===== src/rtl/edge_count_pair.sv =====
module edge_count_pair #(
  parameter int AW = 5,
  parameter logic [AW-1:0] CTRL_ADDR = 5'h0C
) (
  input  logic          clk,
  input  logic          rst_n,
  input  logic          ev_a,
  input  logic          ev_b,
  input  logic          bus_we,
  input  logic [AW-1:0] bus_addr,
  input  logic [7:0]    bus_wdata,
  output logic [7:0]    bus_rdata
);
  localparam int CW = 16;
  localparam logic [AW-1:0] A_LO = CTRL_ADDR + AW'(1);
  localparam logic [AW-1:0] A_HI = CTRL_ADDR + AW'(2);
  localparam logic [AW-1:0] B_LO = CTRL_ADDR + AW'(3);
  localparam logic [AW-1:0] B_HI = CTRL_ADDR + AW'(4);

  logic [2:0]      sync_a, sync_b;
  logic [2:0]      ctrl;
  logic [CW-1:0]   cnt_a, cnt_b;
  logic [2*CW-1:0] snap;

  always_ff @(posedge clk or negedge rst_n)
    if (!rst_n) begin
      sync_a <= '0;
      sync_b <= '0;
    end else begin
      sync_a <= {sync_a[1:0], ev_a};
      sync_b <= {sync_b[1:0], ev_b};
    end

  wire edge_a = ctrl[0] ? (~sync_a[1] & sync_a[2]) : (sync_a[1] & ~sync_a[2]);
  wire edge_b = ctrl[1] ? (~sync_b[1] & sync_b[2]) : (sync_b[1] & ~sync_b[2]);
  wire inc_a  = edge_a & ~bus_we;
  wire inc_b  = ctrl[2] ? (inc_a & (&cnt_a)) : (edge_b & ~bus_we);

  always_ff @(posedge clk or negedge rst_n)
    if (!rst_n) begin
      ctrl  <= '0;
      cnt_a <= '0;
      cnt_b <= '0;
      snap  <= '0;
    end else if (bus_we) begin
      case (bus_addr)
        CTRL_ADDR: begin
          ctrl <= bus_wdata[2:0];
          if (bus_wdata[3]) snap <= {cnt_b, cnt_a};
        end
        A_LO: cnt_a[7:0]  <= bus_wdata;
        A_HI: cnt_a[15:8] <= bus_wdata;
        B_LO: cnt_b[7:0]  <= bus_wdata;
        B_HI: cnt_b[15:8] <= bus_wdata;
        default: ;
      endcase
    end else begin
      if (inc_a) cnt_a <= cnt_a + 1'b1;
      if (inc_b) cnt_b <= cnt_b + 1'b1;
    end

  always_comb
    case (bus_addr)
      CTRL_ADDR: bus_rdata = {5'b0, ctrl};
      A_LO:      bus_rdata = snap[7:0];
      A_HI:      bus_rdata = snap[15:8];
      B_LO:      bus_rdata = snap[23:16];
      B_HI:      bus_rdata = snap[31:24];
      default:   bus_rdata = 8'h00;
    endcase
endmodule



===== config.mk =====
export PLATFORM = sky130hd
export DESIGN_NAME = edge_count_pair
export DESIGN_NICKNAME = d
export VERILOG_FILES = /design/src/rtl/edge_count_pair.sv
export SDC_FILE = /design/constraint.sdc
export NUM_CORES = 1
export LEC_CHECK = 0
export BUFFER_PORTS_ARGS = -buffer_cell sky130_fd_sc_hd__buf_4
export CAP_MARGIN = 20
export CORE_AREA = 2 2 115 117
export CTS_CLUSTER_SIZE = 8
export DETAILED_ROUTE_END_ITERATION = 8
export DIE_AREA = 0 0 117 119
export PLACE_DENSITY = 0.55
export SYNTH_ARGS = -nofsm -noshare
export SYNTH_HDL_FRONTEND = slang
export SYNTH_SLANG_ARGS = --single-unit

===== constraint.sdc =====
create_clock -name clk -period 2.9 [get_ports clk]
set_input_delay 0.145 -clock clk [delete_from_list [all_inputs] [get_ports clk]]
set_output_delay 0.145 -clock clk [all_outputs]
set_load 0.05 [all_outputs]

==> results of run 1 <==
-- area by class of cell --
cell class,count,area share (%)
well taps,176,4.97
inverters,6,0.508
clock inverters,5,1.84
flip-flops and latches,73,41.2
repair buffers,32,5.59
clock buffers,9,5.08
multi-input cells,258,40.8
-- registers in the layout, indices dropped and copies added (netlist names) --
signal / cells
ctrl: 3
cnt_a: 16
sync_a: 3
snap: 32
sync_b: 3
cnt_b: 16
-- where the power goes --
part,switching (mW),internal (mW)
logic,0.283,0.232
clock network,0.416,0.744
registers,0.187,1.19
total,0.886,2.17
-- per-layer routing --
layer / routed length (um) / GRT usage (%)
met5: 0 / 0
met4: 142 / 4.56
met3: 479 / 2.65
met2: 4350 / 21.1
met1: 4450 / 20.9
-- cells in the final DEF, fill, tap and decap left out, types with 7 or more instances in the layout --
cell type,n
clkbuf_16,9
nand2_1,48
a22o_1,9
buf_4,29
dfrtp_1,73
o21ai_0,22
nor2_1,10
a21oi_1,14
o21ai_1,7
nand3_1,13
a222oi_1,8
xnor2_1,10
mux2_2,32
-- worst max-delay path: stages, from the launching register on --
cell and delay [ps]:
dfrtp_1 440, nand3_1 130, or3_1 380, o41a_1 320, buf_4 230, nor4b_2 330
mux2i_1 110, a221o_1 260
-- path summary, 6_finish.rpt --
| check | from | end | slack (ps) | cells after the start |
|---|---|---|---|---|
| max | cnt_a[12] | cnt_b[5] | 580 | 7 |
| min reg2reg | sync_b[0] | sync_b[1] | 350 | 0 |
| min | bus_wdata[7] | cnt_b[7] | 100 | 2 |
| max reg2reg | cnt_a[12] | cnt_b[5] | 580 | 7 |
| min in group asynchronous | rst_n | cnt_b[9] | 490 | 2 |
| max in group asynchronous | rst_n | cnt_b[2] | 1790 | 2 |
-- stage by stage --
stage / area (sq um) / total power [mW]
detailed placement: 4100 / 1.91
floorplan: 3750 / 1.72
CTS: 4430 / 3.09
finish: 4430 / 3.05
global placement: 4100 / 1.89
global route: 4430 / 3.20
-- logic make-up after synthesis --
| kind of cell | after synthesis | share of synthesized area (%) |
|---|---|---|
| xor gates and xnor gates | 10 | 2.33 |
| adders and majority gates | 2 | 0.667 |
| muxes | 36 | 10.7 |
| and+or+nand+nor | 112 | 15.9 |
| buffers and inverters | 27 | 3.10 |
| AOI/OAI and AO/OA | 98 | 18.6 |
| DFF | 73 | 48.7 |
==> impl_metrics.py, run 1 <==
metrics = {
    "sta": {
        "timing.final.ws_setup_ps": 584,
        "drv_slew": 0,
        "worstMarginPinSlew_ps": 935,
        "min_period_ps": 2320,
        "fmax_mhz": 432,
        "finalSetupTns_ps": 0,
        "slew_headroom_pct": 37.7,
        "setup_viol": 0,
        "period_share_pct": 79.9,
        "skew_ps": 6.04,
        "rsz0062_at_grt": "false",
        "hold_slack_ps": 102,
        "hold_violations": 0,
    },
    "clock_network": {
        "cts_hold_buf": 3,
        "cts_buffers": 9,
        "cts_tree": "yes",
        "path_clk_slew_ps": 60,
        "post_cts_buffers": 0,
        "cts-root-buf": "clkbuf_16",
        "cts_resized": 0,
        "cts.sinks": 73,
        "clockBufferDepth": 2,
        "clk_latency_ps": 330,
        "htreeDepth": 3,
    },
    "synth": {
        "async_reset_ff_share_pct": 100,
        "yosys-top-cells-count": "dfrtp_1, nand2_1, mux2_2",
        "yosys-top-cells-area": "dfrtp_1, mux2_2, nand2_1, o21ai_0, xnor2_1",
        "ys_types": 50,
        "syn_avg_cell_area_sq_um": 10.5,
        "yosysSeqAreaShare_pct": 48.7,
        "syn_inst": 358,
        "ys.flop_type": "dfrtp_1",
        "ys_ff_latch": 73,
        "synth_top_cell_by_area": "dfrtp_1",
        "syn-num-nets": 378,
        "synth_edf_count": 0,
        "yosysWarnings": 0,
        "synthesis.area_sq_um": 3750,
        "synth_top_area_share_pct": 48.7,
        "synth_most_common_cell": "dfrtp_1",
    },
    "run": {
        "max-cap-violations": 0,
    },
    "routing": {
        "avgViaCountPerCell": 5.17,
        "drcViolationCount": 0,
        "vias": 2891,
        "post_drt_wl_per_cell_um": 16.9,
        "ant_nets": 0,
        "postRouteWirelength_mm": 9.43,
        "drt_iter0_markers": 240,
        "detail_route.first_pass.iterations": 5,
    },
    "global_routing": {
        "grt_pass1_wl_mm": 15.2,
        "antenna_found_initial": 0,
        "gr-total-overflow": 0,
        "grt_max_degree": 74,
        "grt_pass1_vias": 2792,
        "grtUsageTotal_pct": 14.2,
    },
    "floorplan": {
        "dieWidth_um": 117,
        "die_y_um": 119,
        "design.die.area_sq_um": 13900,
        "coreArea_sq_um": 12900,
        "initial_core_util_pct": 29.1,
        "ios": 26,
        "row_count": 42,
    },
    "layout": {
        "fin_util_pct": 34.4,
        "final-seq-area_sq_um": 1830,
        "antenna_cells": 0,
        "instances_no_fill": 559,
        "synthToLayoutAreaGrowth_pct": 18.1,
        "drive_above_1_share_pct": 22.5,
        "finalNetCount": 400,
        "fillers": 1311,
        "multi_input_area_sq_um": 1810,
    },
    "placement": {
        "dp_cells": 542,
        "pre_cts_ws_ps": 602,
        "hpwl_mm": 6.65,
        "io_buffers": 25,
        "routabilityCongestion": 0.811,
    },
    "worst_setup_path": {
        "critPathArrivalTime_ps": 2530,
        "critPathKind": "reg2reg",
        "required_ps": 3120,
        "critPathMaxFanout": 22,
        "worstSetupStartpointType": "flip-flop",
        "cp-end-kind": "flip-flop",
    },
    "min_path": {
        "worst_hold_path_type": "in2reg",
    },
    "power_and_ir_drop": {
        "power_density_nw_per_um2": 689,
        "ir_drop_uv": 278,
        "power.leakage_nw": 1.90,
    },
    "run_status": {
        "status": "finished clean",
    },
}
(Power assumes the default switching activity.)
==> inputs of run 2 (changes only) <==
- ABC_AREA: not set -> 1
- CORE_AREA: 2 2 115 117 -> 2 2 120 122
- DIE_AREA: 0 0 117 119 -> 0 0 122 124
- clock period: 2.9 -> 2.4 ns (I/O delays scaled with it)
==> impl_metrics.py, run 2 <==
metrics = {
    "run_status": {
        "status": "finished clean",
    },
    "global_routing": {
        "grt_busiest_layer": "met2",
        "use_met2_pct": 24.5,
        "antenna_found_initial": 0,
        "grt_max_degree": 74,
        "use_met1_pct": 23.2,
        "gr-total-overflow": 0,
        "grt_pass1_wl_mm": 18.9,
        "met3_usage_pct": 2.84,
        "grt_pass1_vias": 3522,
        "grtUsageTotal_pct": 16.3,
    },
    "synth": {
        "ys_types": 31,
        "ys.flop_type": "dfrtp_1",
        "synth_most_common_cell": "nand2_1",
        "yosysSeqAreaShare_pct": 44.9,
        "synth-adder-area-share_pct": 0.615,
        "ys_ff_latch": 73,
        "syn_avg_cell_area_sq_um": 7.51,
        "synth_top_family_by_area": "simple AND/OR/NAND/NOR gates",
        "synthesis.area_sq_um": 4070,
        "synth_xor_area_share_pct": 0.431,
        "yosys-top-cells-count": "nand2_1, dfrtp_1, inv_1",
        "async_reset_ff_share_pct": 100,
        "synth_top_area_share_pct": 44.9,
        "synth_simple_gate_area_share_pct": 34.5,
        "synth_compound_area_share_pct": 10.2,
        "syn_inst": 542,
        "synth_edf_count": 0,
        "synth_top_cell_by_area": "dfrtp_1",
        "synthMuxAreaShare_pct": 2.21,
        "yosys-top-cells-area": "dfrtp_1, nand2_1, inv_1, nor2_1, nand3_1",
        "yosysWarnings": 0,
        "syn-num-nets": 562,
    },
    "layout": {
        "largest_reg_flops": 32,
        "largestRegisters": "snap (32), cnt_a (16), cnt_b (16)",
        "layout_commonest_cell": "nand2_1",
        "fin_util_pct": 34.8,
        "fillers": 1434,
        "final_cell_mix": "nand2_1, dfrtp_1, inv_1",
        "synthToLayoutAreaGrowth_pct": 17.4,
        "finalNetCount": 592,
        "regMostFlops": "snap",
        "antenna_cells": 0,
        "drive_above_1_share_pct": 13.7,
    },
    "floorplan": {
        "die_y_um": 124,
        "row_count": 43,
        "design.die.area_sq_um": 15100,
        "initial_core_util_pct": 29.7,
        "dieWidth_um": 122,
        "coreArea_sq_um": 13700,
        "ios": 26,
    },
    "clock_network": {
        "cts-root-buf": "clkbuf_16",
        "cts_buffers": 9,
        "post_cts_buffers": 0,
        "cts.sinks": 73,
        "clk_latency_ps": 340,
        "cts_tree": "yes",
        "cts_resized": 0,
        "htreeDepth": 3,
        "path_clk_slew_ps": 60,
        "cts_hold_buf": 3,
        "clockBufferDepth": 2,
    },
    "worst_setup_path": {
        "critPathMaxFanout": 18,
        "worstPathCellList": "o21ai_0 > nand4_2 > nand3_2 > nand2_1 > nand2_1",
        "required_ps": 2680,
        "slowest_stage": "nand4_2",
        "cp-end-kind": "flip-flop",
        "critPathMaxStageDelay_ps": 490,
        "critPathArrivalTime_ps": 2080,
        "crit_top_cell": "nand2_1",
        "critPathKind": "reg2reg",
        "worstSetupStartpointType": "flip-flop",
    },
    "routing": {
        "detail_route.first_pass.iterations": 5,
        "post_drt_wl_per_cell_um": 15.2,
        "ant_nets": 0,
        "avgViaCountPerCell": 4.95,
        "postRouteWirelength_mm": 11.5,
        "vias": 3746,
        "drcViolationCount": 0,
        "drt_iter0_markers": 392,
    },
    "run": {
        "max-cap-violations": 0,
    },
    "min_path": {
        "worst_hold_path_type": "in2reg",
    },
    "placement": {
        "io_buffers": 25,
        "routabilityCongestion": 0.875,
        "hpwl_mm": 8.48,
    },
    "sta": {
        "drv_slew": 0,
        "min_period_ps": 1800,
        "rsz0062_at_grt": "false",
        "fmax_mhz": 555,
        "finalSetupTns_ps": 0,
        "skew_ps": 7.86,
        "slew_headroom_pct": 37.7,
        "period_share_pct": 75.1,
        "setup_viol": 0,
        "hold_violations": 0,
        "worstMarginPinSlew_ps": 934,
    },
    "power_and_ir_drop": {
        "comb_power_share_pct": 25.7,
        "power_density_nw_per_um2": 965,
        "p_seq_share_pct": 43.8,
        "power.leakage_nw": 2.36,
        "switching_power_mw": 1.69,
        "ir_drop_uv": 365,
        "intPower_mw": 2.92,
        "p_clk_share_pct": 30.5,
        "p_sw_share_pct": 36.6,
    },
}
==> run 2: cell count changes after synthesis, sizes merged, moves of 10 or more <==
cell    before  now
clkbuf      17    4
inv          5   54
nand3       13   37
mux2        32    6
nand2       48  191
xnor2       10    0
nand4        3   25
o21ai       29   64
nor2        10   54
==> run 2: cells by family after synthesis <==
group | count (synthesis)
AND/OR/NAND/NOR | 310
XOR/XNOR | 2
adder cells (fa/ha/maj) | 2
multiplexers | 6
buffers and inverters | 68
AO/OA/AOI/OAI | 81
flip-flops | 73
==> run 2: worst max-delay path: cells and delay by family, from the launching register on <==
family,cells,cell delay [ps]
flip-flops,1,390
AO/OA/AOI/OAI,1,350
AND/OR/NAND/NOR,4,990
==> run 2: metrics by stage <==
| stage | hold slack (ps) | total power [mW] | instances | area (sq um) | setup WS, ps |
|---|---|---|---|---|---|
| final | 18.5 | 4.61 | 757 | 4780 | 597 |
| after global routing | 28.6 | 4.94 | 757 | 4780 | 465 |
| after CTS | 10.7 | 4.62 | 757 | 4780 | 621 |
| after detailed placement | 231 | 3.19 | 738 | 4430 | 648 |
| after global placement | 233 | 3.17 | 738 | 4430 | 673 |
| after floorplan | -176 | 2.78 | 542 | 4070 | 947 |
==> run 2: layout make-up <==
| class | count | area, sq um | area share (%) |
|---|---|---|---|
| multi-input cells | 401 | 1950 | 40.8 |
| flip-flops and latches | 73 | 1830 | 38.2 |
| well taps | 180 | 225 | 4.71 |
| clock inverters | 4 | 50.0 | 1.05 |
| repair buffers | 33 | 255 | 5.34 |
| inverters | 54 | 203 | 4.24 |
| clock buffers | 12 | 267 | 5.58 |
==> run 2: worst paths after layout <==
| check | from | end | depth (start not counted) | slack (ps) |
|---|---|---|---|---|
| max in group asynchronous | rst_n | cnt_b[11] | 2 | 1320 |
| worst max register to register | sync_b[1] | cnt_b[3] | 5 | 600 |
| worst min-delay path | bus_wdata[1] | ctrl[1] | 3 | 20 |
| worst max-delay path | sync_b[1] | cnt_b[3] | 5 | 600 |
| min in group asynchronous | rst_n | snap[4] | 2 | 460 |
| worst min register to register | sync_b[0] | sync_b[1] | 0 | 360 |
==> run 2: power by group through the flow <==
stage / logic (mW) / clock network [mW] / registers [mW]
2_1_floorplan: 0.901 / 0 / 1.88
3_5_place_dp: 1.17 / 0 / 2.02
5_1_grt: 1.38 / 1.50 / 2.07
4_1_cts: 1.19 / 1.44 / 2.00
3_3_place_gp: 1.16 / 0 / 2.01
6_report: 1.18 / 1.41 / 2.02
==> run 2: layer usage <==
| layer | share of wire, % | routed length (um) | vias up |
|---|---|---|---|
| li1 | - | - | 1828 |
| met3 | 6.3 | 721 | 14 |
| met5 | 0 | 0 | - |
| met1 | 49 | 5580 | 1776 |
| met4 | 1.7 | 200 | 0 |
| met2 | 43 | 4980 | 128 |
==> inputs of run 3 (changes only) <==
- clock period: 2.4 -> 1.7 ns (I/O delays scaled with it)
==> impl_metrics.py, run 3 (same netlist as run 2, synthesis figures left out) <==
metrics = {
    "layout": {
        "postLayoutCellArea_sq_um": 4980,
        "finalNetCount": 613,
        "regMostFlops": "snap",
        "antenna_cells": 0,
        "largest_reg_flops": 32,
        "largestRegisters": "snap (32), cnt_a (16), cnt_b (16)",
        "final_cell_mix": "nand2_1, dfrtp_1, inv_1",
        "drive_above_1_share_pct": 16.8,
        "synthToLayoutAreaGrowth_pct": 22.5,
        "layout_commonest_cell": "nand2_1",
    },
    "routing": {
        "detail_route.first_pass.iterations": 6,
        "postRouteWirelength_mm": 11.9,
        "ant_nets": 0,
        "post_drt_wl_per_cell_um": 15.3,
        "drcViolationCount": 0,
        "vias": 3779,
        "drt_iter0_markers": 468,
        "avgViaCountPerCell": 4.86,
    },
    "global_routing": {
        "grtUsageTotal_pct": 16.6,
        "grt_pass1_vias": 3505,
        "antenna_found_initial": 0,
        "grt_pass1_wl_mm": 18.9,
        "gr-total-overflow": 0,
        "grt_max_degree": 36,
    },
    "clock_network": {
        "cts_tree": "yes",
        "clk_latency_ps": 350,
        "cts_buffers": 9,
        "cts-root-buf": "clkbuf_16",
        "path_clk_slew_ps": 60,
        "cts.sinks": 73,
        "clockBufferDepth": 2,
        "htreeDepth": 3,
    },
    "sta": {
        "fmax_mhz": 610,
        "min_period_ps": 1640,
        "period_share_pct": 96.5,
        "hold_violations": 0,
        "skew_ps": 8.88,
        "drv_slew": 0,
        "finalSetupTns_ps": 0,
        "slew_headroom_pct": 62.0,
        "worstMarginPinSlew_ps": 568,
        "setup_viol": 0,
    },
    "floorplan": {
        "row_count": 43,
        "initial_core_util_pct": 29.7,
        "dieWidth_um": 122,
        "ios": 26,
        "design.die.area_sq_um": 15100,
        "die_y_um": 124,
        "coreArea_sq_um": 13700,
    },
    "run_status": {
        "status": "finished clean",
    },
    "worst_setup_path": {
        "critPathKind": "reg2out",
        "critPathMaxFanout": 4,
        "cp-end-kind": "primary output",
        "critPathArrivalTime_ps": 1560,
        "worstSetupStartpointType": "flip-flop",
        "required_ps": 1620,
    },
    "power_and_ir_drop": {
        "total_power_mw": 6.57,
        "power.leakage_nw": 2.45,
        "ir_drop_uv": 658,
        "power_density_nw_per_um2": 1320,
    },
    "placement": {
        "dpl_cell_area_sq_um": 4530,
        "routabilityCongestion": 0.913,
        "hpwl_mm": 8.63,
        "io_buffers": 25,
    },
    "run": {
        "max-cap-violations": 0,
    },
    "min_path": {
        "worst_hold_path_type": "in2reg",
    },
}
-- run 3: cell types whose count changed in the layout (fill, tap and decap cells not counted), moves of 2 or more --
cell	change
dfrtp_2	+2
dfrtp_1	-2
nand3_4	+3
a21oi_2	+2
a21oi_1	-2
clkinvlp_4	-2
buf_4	+15
dlygate4sd3_1	+3
-- run 3: cell type report --
type / instances / area, sq um
Tap cell: 180 / 225
Fill cell: 1432 / 8730
Clock inverter: 3 / 40.0
Inverter: 54 / 203
Timing Repair Buffer: 52 / 418
Clock buffer: 12 / 256
Multi-Input combinational cell: 403 / 2010
Sequential cell: 73 / 1830
-- run 3: critical path, cell delays in order (launching register included) --
cell	delay, ps
dfrtp_2	480
inv_1	130
o21ai_1	120
a21oi_2	180
nand3_1	100
buf_4	200
-- run 3: worst paths after layout --
check                             start            to  slack (ps)  cells past startpoint
max reg2reg                    cnt_a[1]      cnt_b[0]          70                      9
max                             ctrl[2]  bus_rdata[2]          60                      5
min in group asynchronous         rst_n       snap[1]         240                      2
max in group asynchronous         rst_n      snap[23]         890                      3
min                        bus_wdata[6]     cnt_b[14]         170                      5
min reg2reg                   sync_a[0]     sync_a[1]         350                      0
-- run 3: power breakdown --
group | internal, mW | switching (mW) | leakage [nW] | total, mW
clock | 1.20 | 0.701 | 0.148 | 1.90
sequential | 2.25 | 0.589 | 0.922 | 2.84
combinational | 0.725 | 1.09 | 1.38 | 1.82
total | 4.18 | 2.38 | 2.45 | 6.57
-- run 3: repair_timing --
item	CTS	global route
setup buffers	0	4
hold buffers	6	0
gates resized for setup	2	8
setup endpoints to repair	1	19
pin swaps	0	4
hold endpoints to repair	38	0
cloned	0	2
-- run 3: through the flow --
| stage | hold WS, ps | instances | util (%) | setup WS [ps] |
|---|---|---|---|---|
| floorplan | -211 | 542 | - | 247 |
| global route | 204 | 777 | 36.3 | -40.8 |
| CTS | 175 | 771 | 35.8 | 11.8 |
| detailed placement | 85.8 | 750 | 33.0 | 14.0 |
| global placement | 74.7 | 750 | 33.0 | 94.6 |
| finish | 166 | 777 | 36.3 | 59.3 |
-- run 3: per-layer routing --
layer / vias to the layer above / track usage, % / routed length, um
met4: 0 / 5.75 / 235
met2: 125 / 25.4 / 5350
met3: 16 / 3.39 / 757
met5: - / 0 / 0
met1: 1763 / 23.4 / 5570
li1: 1875 / - / -
